### src/rtl/sar_pkg.sv
package sar_pkg;

  typedef enum logic [1:0] {
    ST_IDLE,
    ST_WAKE,
    ST_SAMPLE,
    ST_CONV
  } sar_state_e;

  typedef enum logic [1:0] {
    LD_WAKE,
    LD_SAMP,
    LD_STEP
  } sar_load_e;

endpackage

### src/rtl/sar_phase_timer.sv
module sar_phase_timer #(
  parameter int CNT_W = 8
) (
  input  logic             clk,
  input  logic             rst,
  input  logic             load_i,
  input  logic [CNT_W-1:0] load_val_i,
  output logic             expire_o
);

  logic [CNT_W-1:0] cnt_q;

  // A loaded length of L yields max(L,1) cycles before expiry
  always_ff @(posedge clk) begin
    if (rst) begin
      cnt_q <= '0;
    end else if (load_i) begin
      if (load_val_i == '0) cnt_q <= '0;
      else                  cnt_q <= load_val_i - 1'b1;
    end else if (cnt_q != '0) begin
      cnt_q <= cnt_q - 1'b1;
    end
  end

  assign expire_o = (cnt_q == '0);

endmodule

### src/rtl/sar_approx_reg.sv
module sar_approx_reg #(
  parameter int RES     = 10,
  parameter int LOW_RES = 8
) (
  input  logic           clk,
  input  logic           rst,
  input  logic           init_i,
  input  logic           step_i,
  input  logic           cmp_i,
  input  logic           mode8_i,
  output logic [RES-1:0] trial_o,
  output logic [RES-1:0] decided_o,
  output logic           last_o
);

  localparam int DROP = RES - LOW_RES;
  localparam logic [RES-1:0] TOP_BIT = {1'b1, {(RES-1){1'b0}}};

  logic [RES-1:0] acc_q;
  logic [RES-1:0] mask_q;

  assign decided_o = cmp_i ? (acc_q | mask_q) : acc_q;
  assign trial_o   = acc_q | mask_q;
  assign last_o    = mode8_i ? mask_q[DROP] : mask_q[0];

  always_ff @(posedge clk) begin
    if (rst) begin
      acc_q  <= '0;
      mask_q <= '0;
    end else if (init_i) begin
      acc_q  <= '0;
      mask_q <= TOP_BIT;
    end else if (step_i) begin
      acc_q <= decided_o;
      if (last_o) mask_q <= '0;
      else        mask_q <= mask_q >> 1;
    end
  end

endmodule

### src/rtl/sar_ctrl_fsm.sv
module sar_ctrl_fsm
  import sar_pkg::*;
(
  input  logic       clk,
  input  logic       rst,
  input  logic       start_i,
  input  logic       expire_i,
  input  logic       last_i,
  output sar_state_e state_o,
  output logic       capture_o,
  output logic       tmr_load_o,
  output sar_load_e  tmr_sel_o,
  output logic       approx_init_o,
  output logic       approx_step_o,
  output logic       finish_o
);

  sar_state_e state_q, state_d;

  always_comb begin
    state_d       = state_q;
    capture_o     = 1'b0;
    tmr_load_o    = 1'b0;
    tmr_sel_o     = LD_WAKE;
    approx_init_o = 1'b0;
    approx_step_o = 1'b0;
    finish_o      = 1'b0;
    unique case (state_q)
      ST_IDLE: begin
        if (start_i) begin
          state_d    = ST_WAKE;
          capture_o  = 1'b1;
          tmr_load_o = 1'b1;
          tmr_sel_o  = LD_WAKE;
        end
      end
      ST_WAKE: begin
        if (expire_i) begin
          state_d    = ST_SAMPLE;
          tmr_load_o = 1'b1;
          tmr_sel_o  = LD_SAMP;
        end
      end
      ST_SAMPLE: begin
        if (expire_i) begin
          state_d       = ST_CONV;
          tmr_load_o    = 1'b1;
          tmr_sel_o     = LD_STEP;
          approx_init_o = 1'b1;
        end
      end
      ST_CONV: begin
        if (expire_i) begin
          approx_step_o = 1'b1;
          if (last_i) begin
            state_d  = ST_IDLE;
            finish_o = 1'b1;
          end else begin
            tmr_load_o = 1'b1;
            tmr_sel_o  = LD_STEP;
          end
        end
      end
      default: state_d = ST_IDLE;
    endcase
  end

  always_ff @(posedge clk) begin
    if (rst) state_q <= ST_IDLE;
    else     state_q <= state_d;
  end

  assign state_o = state_q;

endmodule

### src/rtl/sar_conv_ctrl.sv
module sar_conv_ctrl
  import sar_pkg::*;
#(
  parameter int RES      = 10,
  parameter int LOW_RES  = 8,
  parameter int CH_W     = 5,
  parameter int CNT_W    = 8,
  parameter int WAKE_CYC = 4
) (
  input  logic             clk,
  input  logic             rst,
  input  logic             start_i,
  input  logic [CH_W-1:0]  chan_i,
  input  logic             mode8_i,
  input  logic [CNT_W-1:0] samp_len_i,
  input  logic [CNT_W-1:0] step_len_i,
  input  logic             cmp_i,
  output logic             sample_en_o,
  output logic [RES-1:0]   trial_code_o,
  output logic             pd_o,
  output logic             busy_o,
  output logic             done_o,
  output logic [RES-1:0]   result_o,
  output logic [CH_W-1:0]  result_chan_o
);

  localparam logic [CNT_W-1:0] WAKE_LD = CNT_W'(WAKE_CYC);

  sar_state_e       state;
  sar_load_e        tmr_sel;
  logic             capture, tmr_load, approx_init, approx_step, finish;
  logic             expire, last_bit;
  logic [CNT_W-1:0] tmr_val;
  logic [RES-1:0]   decided;

  logic [CH_W-1:0]  cfg_chan_q;
  logic             cfg_mode8_q;
  logic [CNT_W-1:0] cfg_samp_q;
  logic [CNT_W-1:0] cfg_step_q;

  sar_ctrl_fsm u_fsm (
    .clk           (clk),
    .rst           (rst),
    .start_i       (start_i),
    .expire_i      (expire),
    .last_i        (last_bit),
    .state_o       (state),
    .capture_o     (capture),
    .tmr_load_o    (tmr_load),
    .tmr_sel_o     (tmr_sel),
    .approx_init_o (approx_init),
    .approx_step_o (approx_step),
    .finish_o      (finish)
  );

  // Configuration is latched only on an accepted request
  always_ff @(posedge clk) begin
    if (rst) begin
      cfg_chan_q  <= '0;
      cfg_mode8_q <= 1'b0;
      cfg_samp_q  <= '0;
      cfg_step_q  <= '0;
    end else if (capture) begin
      cfg_chan_q  <= chan_i;
      cfg_mode8_q <= mode8_i;
      cfg_samp_q  <= samp_len_i;
      cfg_step_q  <= step_len_i;
    end
  end

  always_comb begin
    unique case (tmr_sel)
      LD_WAKE: tmr_val = WAKE_LD;
      LD_SAMP: tmr_val = cfg_samp_q;
      default: tmr_val = cfg_step_q;
    endcase
  end

  sar_phase_timer #(.CNT_W(CNT_W)) u_timer (
    .clk        (clk),
    .rst        (rst),
    .load_i     (tmr_load),
    .load_val_i (tmr_val),
    .expire_o   (expire)
  );

  sar_approx_reg #(.RES(RES), .LOW_RES(LOW_RES)) u_sar (
    .clk       (clk),
    .rst       (rst),
    .init_i    (approx_init),
    .step_i    (approx_step),
    .cmp_i     (cmp_i),
    .mode8_i   (cfg_mode8_q),
    .trial_o   (trial_code_o),
    .decided_o (decided),
    .last_o    (last_bit)
  );

  always_ff @(posedge clk) begin
    if (rst) begin
      done_o        <= 1'b0;
      result_o      <= '0;
      result_chan_o <= '0;
    end else begin
      done_o <= finish;
      if (finish) begin
        result_o      <= decided;
        result_chan_o <= cfg_chan_q;
      end
    end
  end

  assign busy_o      = (state != ST_IDLE);
  assign pd_o        = (state == ST_IDLE);
  assign sample_en_o = (state == ST_SAMPLE);

endmodule

### config.mk
export PLATFORM = sky130hd
export DESIGN_NAME = sar_conv_ctrl
export DESIGN_NICKNAME = d
export VERILOG_FILES = /design/src/rtl/sar_pkg.sv /design/src/rtl/sar_phase_timer.sv /design/src/rtl/sar_approx_reg.sv /design/src/rtl/sar_ctrl_fsm.sv /design/src/rtl/sar_conv_ctrl.sv
export SDC_FILE = /design/constraint.sdc
export NUM_CORES = 1
export LEC_CHECK = 0
export BUFFER_PORTS_ARGS = -buffer_cell sky130_fd_sc_hd__buf_2
export CORE_UTILIZATION = 25
export DETAILED_ROUTE_END_ITERATION = 16
export MAX_ROUTING_LAYER = met4
export PLACE_DENSITY = 0.52
export SLEW_MARGIN = 20
export SYNTH_ARGS = -nofsm -noshare
export SYNTH_HDL_FRONTEND = slang
export SYNTH_HIERARCHICAL = 1
export SYNTH_SLANG_ARGS = --single-unit
### constraint.sdc
create_clock -name clk -period 7.5 [get_ports clk]
set_input_delay 0.75 -clock clk [delete_from_list [all_inputs] [get_ports clk]]
set_output_delay 0.75 -clock clk [all_outputs]
set_load 0.05 [all_outputs]
# After elaboration in Yosys (flattened, before gate mapping)
# Index checks and enable logic that the tools add are counted.
# W data, S select, Z words.
op_classes:
  eq_ne: 9
  n_reduce_logical: 11
  n_bitwise: 1
  addsub: 2
  n_mux: 31
ops:
  columns: ["operator", "n"]
  rows:
  - ["$mux W10", 3]
  - ["$mux W8", 3]
  - ["$logic_not A8 Y1", 2]
  - ["$mux W2", 8]
  - ["$pmux W2 S4", 2]
  - ["$pmux W8 S2", 1]
  - ["$sub A8 B1 Y8 const B", 2]
  - ["$mux W1", 12]
  - ["$or A10 B10 Y10", 1]
  - ["$mux W9", 1]
  - ["$ne A2 B2 Y1 const B", 4]
  - ["$reduce_bool A8 Y1", 1]
  - ["$reduce_bool A2 Y1", 3]
  - ["$reduce_and A5 Y1", 1]
  - ["$eq A2 B1 Y1 const B", 2]
  - ["$eq A2 B2 Y1 const B", 2]
  - ["$logic_not A2 Y1", 2]
  - ["$reduce_or A2 Y1", 2]
  - ["$pmux W1 S3", 1]
  - ["$ne A2 B1 Y1 const B", 1]
word_totals:
  output_inout_bits: 29
  in_bits: 26
  regBits: 68
  word_cells: 66

# Logic depth before layout (Yosys ltp)
# Gate-level depths: netlist (run 1).
logic_depth:
  depth_word: 9
  ltp_mapped: 15
  mapped_depth_nobuf: 14

# Hierarchy
# The synthesis (run 1) kept the hierarchy.
modules_own_cells:
  columns: ["mod", "instances", "area_per_inst_um2", "cells_per_inst"]
  rows:
  - ["sar_conv_ctrl", 1, 1495.2, 151]
  - ["sar_approx_reg", 1, 934.6, 99]
  - ["sar_phase_timer", 1, 601.8, 72]
  - ["sar_ctrl_fsm", 1, 265.3, 30]

# Worst setup path after synthesis (run 1)
# No wires, ideal clock.
synth_timing:
  path_type: "flip-flop to flip-flop"
  from: "reg u_timer.cnt_q[0]"
  to: "reg u_timer.cnt_q[3]"
  arrival_ns: 3.156
  required_time_ns: 7.426
  setup_slack_ns: 4.269
  setup_ns: 0.074
  stages_incl_launch_ff: 15
  path_cell_list: "dfxtp_1 inv_1 ha_1 nor3b_1 nand2_1 inv_1 nor3b_1 buf_2 nand2_1 o21ai_0 inv_1 ha_1 a31o_2 or2_2 o21ai_0"
synth_between:
  elab_chain_cells: 8
  elab_cells_between_ends: 19
  classes_between: "2 x add/sub; 1 x eq/ne; 11 x mux; 5 x reduce/logical"
synth_rtl:
  columns: ["item", "line", "source"]
  rows:
  - ["start: declaration", "sar_phase_timer.sv:11", "logic [CNT_W-1:0] cnt_q;"]
  - ["start signal: assignment", "sar_phase_timer.sv:19", "else cnt_q <= load_val_i - 1'b1;"]
  - ["start signal: assignment", "sar_phase_timer.sv:21", "cnt_q <= cnt_q - 1'b1;"]
  - ["$logic_not A8 Y1 (*)", "sar_phase_timer.sv:25", "assign expire_o = (cnt_q == '0);"]
  - ["named net expire", "sar_conv_ctrl.sv:32", "logic expire, last_bit;"]
  - ["$mux W2 (on tied branches)", "sar_ctrl_fsm.sv:53, sar_ctrl_fsm.sv:45", null]
  - ["$pmux W2 S4 (*)", "sar_ctrl_fsm.sv:28", "unique case (state_q)"]
  - ["named net tmr_sel[1]", "sar_conv_ctrl.sv:30", "sar_load_e tmr_sel;"]
  - ["$eq A2 B1 Y1 or $logic_not A2 Y1 (tied branches)", "sar_conv_ctrl.sv:72", "unique case (tmr_sel)"]
  - ["$pmux W8 S2 (*)", "sar_conv_ctrl.sv:72", null]
  - ["named net tmr_val[0]", "sar_conv_ctrl.sv:33", "logic [CNT_W-1:0] tmr_val;"]
  - ["$sub A8 B1 Y8 or $logic_not A8 Y1 (tied branches)", "sar_phase_timer.sv:19, sar_phase_timer.sv:18", null]
  - ["$mux W8 (*)", "sar_phase_timer.sv:18", "if (load_val_i == '0) cnt_q <= '0;"]
  - ["$mux W8 (*)", "sar_phase_timer.sv:17", "end else if (load_i) begin"]
# Mark *: on every way through the listed nets, which the timed path passes. The rest lies on a longest branch. The select of a mux whose other input is x is not followed.
# A chain may end at the register's enable or synchronous reset.

# Worst setup path after layout (run 1)
layout_timing:
  from: "reg u_timer.cnt_q[0]"
  to: "reg u_timer.cnt_q[1]"
layout_between:
  elab_chain_cells: 8
  elab_cells_between_ends: 19
  classes_between: "2 x add/sub; 1 x eq/ne; 11 x mux; 5 x reduce/logical"
layout_rtl:
  columns: ["item", "line"]
  rows:
  - ["$logic_not A8 Y1 (*)", "sar_phase_timer.sv:25"]
  - ["named net expire", "sar_conv_ctrl.sv:32"]
  - ["$mux W2 (on tied branches)", "sar_ctrl_fsm.sv:53, sar_ctrl_fsm.sv:45"]
  - ["$pmux W2 S4 (*)", "sar_ctrl_fsm.sv:28"]
  - ["named net tmr_sel[1]", "sar_conv_ctrl.sv:30"]
  - ["$eq A2 B1 Y1 or $logic_not A2 Y1 (tied branches)", "sar_conv_ctrl.sv:72"]
  - ["$pmux W8 S2 (*)", "sar_conv_ctrl.sv:72"]
  - ["named net tmr_val[2]", "sar_conv_ctrl.sv:33"]
  - ["$logic_not A8 Y1 (*)", "sar_phase_timer.sv:18"]
  - ["$mux W8 (*)", "sar_phase_timer.sv:18"]
  - ["$mux W8 (*)", "sar_phase_timer.sv:17"]
# Marked as above.

==> results of run 1 <==
layout by cell type, fill, tap and decap left out, types with 2 or more instances in the layout:
cell type	n
a211oi_1	2
ha_1	8
a31o_2	2
buf_4	2
nand2_1	28
nor2_1	55
nor2b_1	6
clkbuf_8	2
nor3b_1	5
o32ai_1	9
xnor2_1	5
or2_2	12
inv_1	20
dfxtp_1	68
a21oi_1	5
xor2_1	3
a21o_1	11
buf_2	54
mux2i_1	38
a21boi_1	2
nand2b_1	4
a311oi_1	2
o21ai_0	13
nor3b_2	9
nor3_1	5
clkbuf_16	9
and2_2	3
worst min-delay path, delay by kind of cell, from the launching register on:
family,cells,cell delay (ns)
multiplexers,1,0.06
flip-flops,1,0.32
AND/OR/NAND/NOR,1,0.07
metal layers:
metal | wire length, µm | vias up | share of wire [%]
li1 | - | 1293 | -
met1 | 3610 | 1138 | 49
met2 | 3340 | 41 | 46
met3 | 230 | 9 | 3.1
met4 | 133 | 0 | 1.8
met5 | 0 | - | 0
flip-flops by register name, summed over array words and instances (netlist names):
register / count
cfg_chan_q: 5
u_fsm/state_o: 2
result_o: 10
cfg_mode8_q: 1
result_chan_o: 5
cfg_samp_q: 8
u_timer/cnt_q: 8
u_sar/mask_q: 10
done_o: 1
u_sar/acc_q: 10
cfg_step_q: 8
worst max-delay path by stage:
stage / start / slack, ns / depth (start not counted) / end
6_report: u_timer/cnt_q[0] / 4.01 / 13 / u_timer/cnt_q[1]
5_1_grt: u_timer/cnt_q[1] / 3.66 / 13 / u_timer/cnt_q[7]
4_1_cts: u_timer/cnt_q[0] / 4.06 / 13 / u_timer/cnt_q[1]
3_5_place_dp: u_timer/cnt_q[0] / 4.08 / 13 / u_timer/cnt_q[1]
3_3_place_gp: u_timer/cnt_q[0] / 4.19 / 13 / u_timer/cnt_q[6]
2_1_floorplan: u_timer/cnt_q[0] / 4.27 / 14 / u_timer/cnt_q[3]
final cells by class:
| class | instances | area, µm² | share of cell area, % |
|---|---|---|---|
| clock inverters | 2 | 35.0 | 0.888 |
| multi-input cells | 247 | 1720 | 43.5 |
| repair buffers | 56 | 285 | 7.23 |
| well taps | 172 | 215 | 5.46 |
| inverters | 20 | 75.1 | 1.90 |
| clock buffers | 12 | 256 | 6.50 |
| flip-flops and latches | 68 | 1360 | 34.5 |
cells by family (layout without fill, tap and decap cells):
group                    Yosys count  count (layout)  synth area share, %
buffers and inverters             37              90                 6.64
AO/OA/AOI/OAI                     55              55                 12.3
flip-flops                        68              68                 41.3
AND/OR/NAND/NOR                  137             137                 22.6
adder cells (fa/ha/maj)            8               8                 3.04
XOR/XNOR                           8               8                 2.13
multiplexers                      39              39                 12.0
power by group:
part / leakage [nW] / switching, W / internal [W]
Sequential: 0.553 / 0.0000484 / 0.000410
Clock: 0.145 / 0.000146 / 0.000271
Combinational: 0.966 / 0.000269 / 0.000201
Total: 1.66 / 0.000463 / 0.000883
metrics by stage:
| stage | power, W | utilization [%] | hold slack [ns] | setup slack, ns |
|---|---|---|---|---|
| global route | 0.00143 | 31.0 | 0.514 | 3.66 |
| finish | 0.00135 | 31.0 | 0.488 | 4.01 |
| CTS | 0.00136 | 31.0 | 0.488 | 4.06 |
| floorplan | 0.000856 | - | 0.453 | 4.27 |
| detailed placement | 0.000933 | 28.7 | 0.478 | 4.08 |
| global placement | 0.000930 | 28.7 | 0.472 | 4.19 |
==> flow_metrics.tcl, run 1 <==
set metrics [dict create \
    path_max_fanout 16 \
    clkLatencyLatePin_ns 0.33 \
    criticalPathCategory "flop to flop" \
    cts_resized 0 \
    viasPerCell 4.30 \
    drt_first_iter_violations 87 \
    coreArea_um2 12700 \
    antenna_left 0 \
    drv_cap 0 \
    ys_top_cells_by_count "dfxtp_1 (68), nor2_1 (55), mux2i_1 (38), nand2_1 (28), inv_1 (20)" \
    clock_path_buffers 2 \
    clk_pin_slew_worst_paths_ns 0.05 \
    overflow 0 \
    groute.layer.met3.usage_pct 2.83 \
    fin_crit_sh_pct 46.6 \
    wl_um 7310 \
    grt_busiest_layer "met2" \
    drc 0 \
    synth_nets 386 \
    cts_tree "yes" \
    min_from "result_o[8]" \
    r2r-start "u_timer/cnt_q[0]" \
    gp_congestion 0.755 \
    tns_ns 0 \
    die-area_um2 13700 \
    status "finished, final reports clean" \
    syn_inst 352 \
    yosysTopAreaCell "dfxtp_1" \
    grt_usage_pct 12.1 \
    post_cts_buffers 0 \
    hold_path_class "flop to flop" \
    hold_viol_final 0 \
    rsz0062_at_grt "no" \
    grt_start_max_net_pins 48 \
    whs_path_depth 2 \
    cts_buffers 9 \
    synth_cell_type_count 48 \
    boundaryPins 55 \
    wl_per_cell_um 12.7 \
    cts_max_level 3 \
    yosysWarnings 6 \
    num_rows 41 \
    synth_edf_count 0 \
    critPathBufInv 3 \
    n_antenna_cell 0 \
    path_delay_family "simple AND/OR/NAND/NOR gates" \
    slowest_stage "nor3b_1" \
    final_cells 577 \
    ys_top_cells_by_area "dfxtp_1 (41%), mux2i_1 (12%), nor2_1 (6.3%), nor3b_2 (3.4%), nand2_1 (3.2%)" \
    worstSetupStartpointType "flop" \
    finalNetCount 436 \
    r2r_end "u_timer/cnt_q[1]" \
    setup-violations-final 0 \
    max_stage_delay_ns 0.65 \
    slew_violations 0 \
    fillers 1365 \
    hold_path_end "result_o[8]" \
    critical_path_arrival_ns 3.66 \
    cp_cell_sequence "inv_1 -> ha_1 -> nor3b_1 -> nand2_1 -> inv_1 -> nor3b_1 -> buf_4 -> nor2b_1 -> a21oi_1 -> nor4_1 -> a31o_2 -> o22a_1 -> a311oi_1" \
    start_util_pct 25.9 \
    first_pass_iters 7 \
    layout-drive-gt1-share_pct 25.4 \
    ys_async_sr_fraction_pct 0 \
    finalClockSkew_ns 0.00677 \
    die_y_um 117 \
    r2r_cells 13 \
    portBuffers 54 \
    placed_area_um2 3650 \
    yosysMostFrequentCell "dfxtp_1" \
    power_leakage_nw 1.66 \
    crit_path_end_kind "flop" \
    synth_top_area_share_pct 41.3 \
    slew_headroom_pct 40.6 \
    peakVddDrop_uv 114 \
    grtUsageMet2_pct 18.2 \
    grt_pass1_wl_um 12200 \
    ys_seq_area_share_pct 41.3 \
    r2r_slack_ns 4.01 \
    die_w_um 117 \
    design_area_um2 3950 \
    ctsHoldBuffers 0 \
    cts_sinks 68 \
    cts_root_buf "clkbuf_16" \
    syn_area_um2 3300 \
    period_needed_ns 3.49 \
    ys.flop_type "dfxtp_1" \
    vias 2481 \
    power.density_nw_per_um2 341 \
    synth_seq_cells 68 \
    dp_hpwl_um 5110 \
    worst_pin_slew_ns 0.891 \
    area_delta_synth_final_pct 19.7 \
    antenna_found_initial 0 \
    cp.required_ns 7.66 \
    dp_cells 563 \
    first_global_vias 2442 \
    grt_use_met1_pct 15.6 \
    avgSynthCellArea_um2 9.37 \
    max_freq_ghz 0.286 \
]
Note: power is estimated with default switching activity, not from simulation.
==> inputs of run 2 (changes only) <==
==> constraint.sdc (replaced) <==
create_clock -name clk -period 3.6 [get_ports clk]
set_input_delay 0.36 -clock clk [delete_from_list [all_inputs] [get_ports clk]]
set_output_delay 0.36 -clock clk [all_outputs]
set_load 0.05 [all_outputs]
==> flow_metrics.tcl, run 2 (synthesis results as in run 1) <==
set metrics [dict create \
    max_freq_ghz 0.318 \
    ctsHoldBuffers 0 \
    post_cts_buffers 0 \
    die_w_um 117 \
    seqPwrFrac_pct 34.9 \
    rsz0062_at_grt "no" \
    cts_sinks 68 \
    first_pass_iters 4 \
    grt_start_max_net_pins 48 \
    wl_um 7410 \
    viasPerCell 4.46 \
    finalClockSkew_ns 0.00646 \
    grt_usage_pct 11.9 \
    grt_pass1_wl_um 12100 \
    slew_violations 0 \
    top_regs "result_o x10, u_sar/acc_q x10, u_sar/mask_q x10" \
    worstSetupStartpointType "flop" \
    cts_resized 0 \
    period_needed_ns 3.15 \
    die_y_um 117 \
    overflow 0 \
    die-area_um2 13700 \
    worst_pin_slew_ns 0.930 \
    cp.required_ns 3.76 \
    finalNetCount 438 \
    internal_power_w 0.00177 \
    dp_hpwl_um 5160 \
    start_util_pct 25.9 \
    fillers 1366 \
    power.density_nw_per_um2 700 \
    final_common_cell "dfxtp_1" \
    clk_pin_slew_worst_paths_ns 0.05 \
    placed_area_um2 3670 \
    portBuffers 54 \
    whs_ns 0.265 \
    vias 2583 \
    regArea_um2 1360 \
    antenna_found_initial 0 \
    crit_path_end_kind "flop" \
    first_global_vias 2450 \
    pre_cts_slack_ns 0.454 \
    critical_path_arrival_ns 3.31 \
    multiInputGateArea_um2 1720 \
    status "finished, final reports clean" \
    drv_cap 0 \
    power_leakage_nw 1.65 \
    cts_max_level 3 \
    switching_power_w 0.000977 \
    clock_path_buffers 2 \
    p_clk_share_pct 28.3 \
    drt_first_iter_violations 118 \
    boundaryPins 55 \
    cts_root_buf "clkbuf_16" \
    peakVddDrop_uv 276 \
    clkLatencyLatePin_ns 0.33 \
    p_sw_share_pct 35.6 \
    combPwrFrac_pct 36.8 \
    path_max_fanout 16 \
    setup-violations-final 0 \
    criticalPathCategory "flop to flop" \
    n_antenna_cell 0 \
    slew_headroom_pct 38.0 \
    final.setup.worst_slack_ns 0.455 \
    fin_crit_sh_pct 87.4 \
    design_area_um2 3930 \
    tns_ns 0 \
    antenna_left 0 \
    layout-drive-gt1-share_pct 25.6 \
    wl_per_cell_um 12.8 \
    hold_path_class "input pin to flop" \
    drc 0 \
    num_rows 41 \
    gp_congestion 0.755 \
    coreArea_um2 12700 \
    area_delta_synth_final_pct 19.1 \
    mostFrequentLayoutCells "dfxtp_1 (68), nor2_1 (55), buf_2 (54), mux2i_1 (38), nand2_1 (28)" \
    cts_tree "yes" \
    cts_buffers 9 \
    hold_viol_final 0 \
]
==> run 2: metal layers <==
metal  wire length, µm  part of all wire, %  vias up  GRT usage (%)
met1              3640                   49     1219           15.1
li1                  -                    -     1302              -
met3               277                  3.7       10           2.99
met5                 0                    0        -              -
met4               138                  1.9        0           5.06
met2              3360                   45       52           18.1
==> run 2: path summary, 6_finish.rpt <==
path                    start                to  slack, ns  cells after the start
min reg2reg   u_sar/mask_q[7]   u_sar/mask_q[7]       0.49                      2
max reg2reg  u_timer/cnt_q[4]  u_timer/cnt_q[1]       0.45                     10
max          u_timer/cnt_q[4]  u_timer/cnt_q[1]       0.45                     10
min                 chan_i[2]     cfg_chan_q[2]       0.27                      3
==> run 2: metrics by stage <==
stage | std cells | util [%] | power (W)
after floorplan | 352 | - | 0.00178
after global placement | 565 | 28.8 | 0.00196
after detailed placement | 565 | 28.8 | 0.00198
after CTS | 579 | 30.9 | 0.00277
after global routing | 579 | 30.9 | 0.00291
final | 579 | 30.9 | 0.00275
==> run 2: final cells by class <==
type | count | share of cell area (%)
Clock buffer | 12 | 6.28
Sequential cell | 68 | 34.7
Timing Repair Buffer | 58 | 7.65
Tap cell | 172 | 5.48
Inverter | 20 | 1.91
Clock inverter | 2 | 0.319
Multi-Input combinational cell | 247 | 43.7
==> run 2: critical path: stages, from the launching register on <==
cell      delay (ns)
dfxtp_1         0.39
nor4_2          0.53
nand2_1         0.18
inv_1           0.20
nor3b_1         0.20
buf_4           0.21
o21ai_0         0.19
nor4_1          0.57
a31o_2          0.32
o22a_1          0.15
a311oi_1        0.04
==> run 2: power groups by stage <==
stage               registers [W]  clock network (W)  logic, W
global placement         0.000967                  0  0.000989
global route             0.000970           0.000825   0.00112
detailed placement       0.000972                  0   0.00101
finish                   0.000958           0.000778   0.00101
floorplan                0.000944                  0  0.000839
CTS                      0.000957           0.000795   0.00101
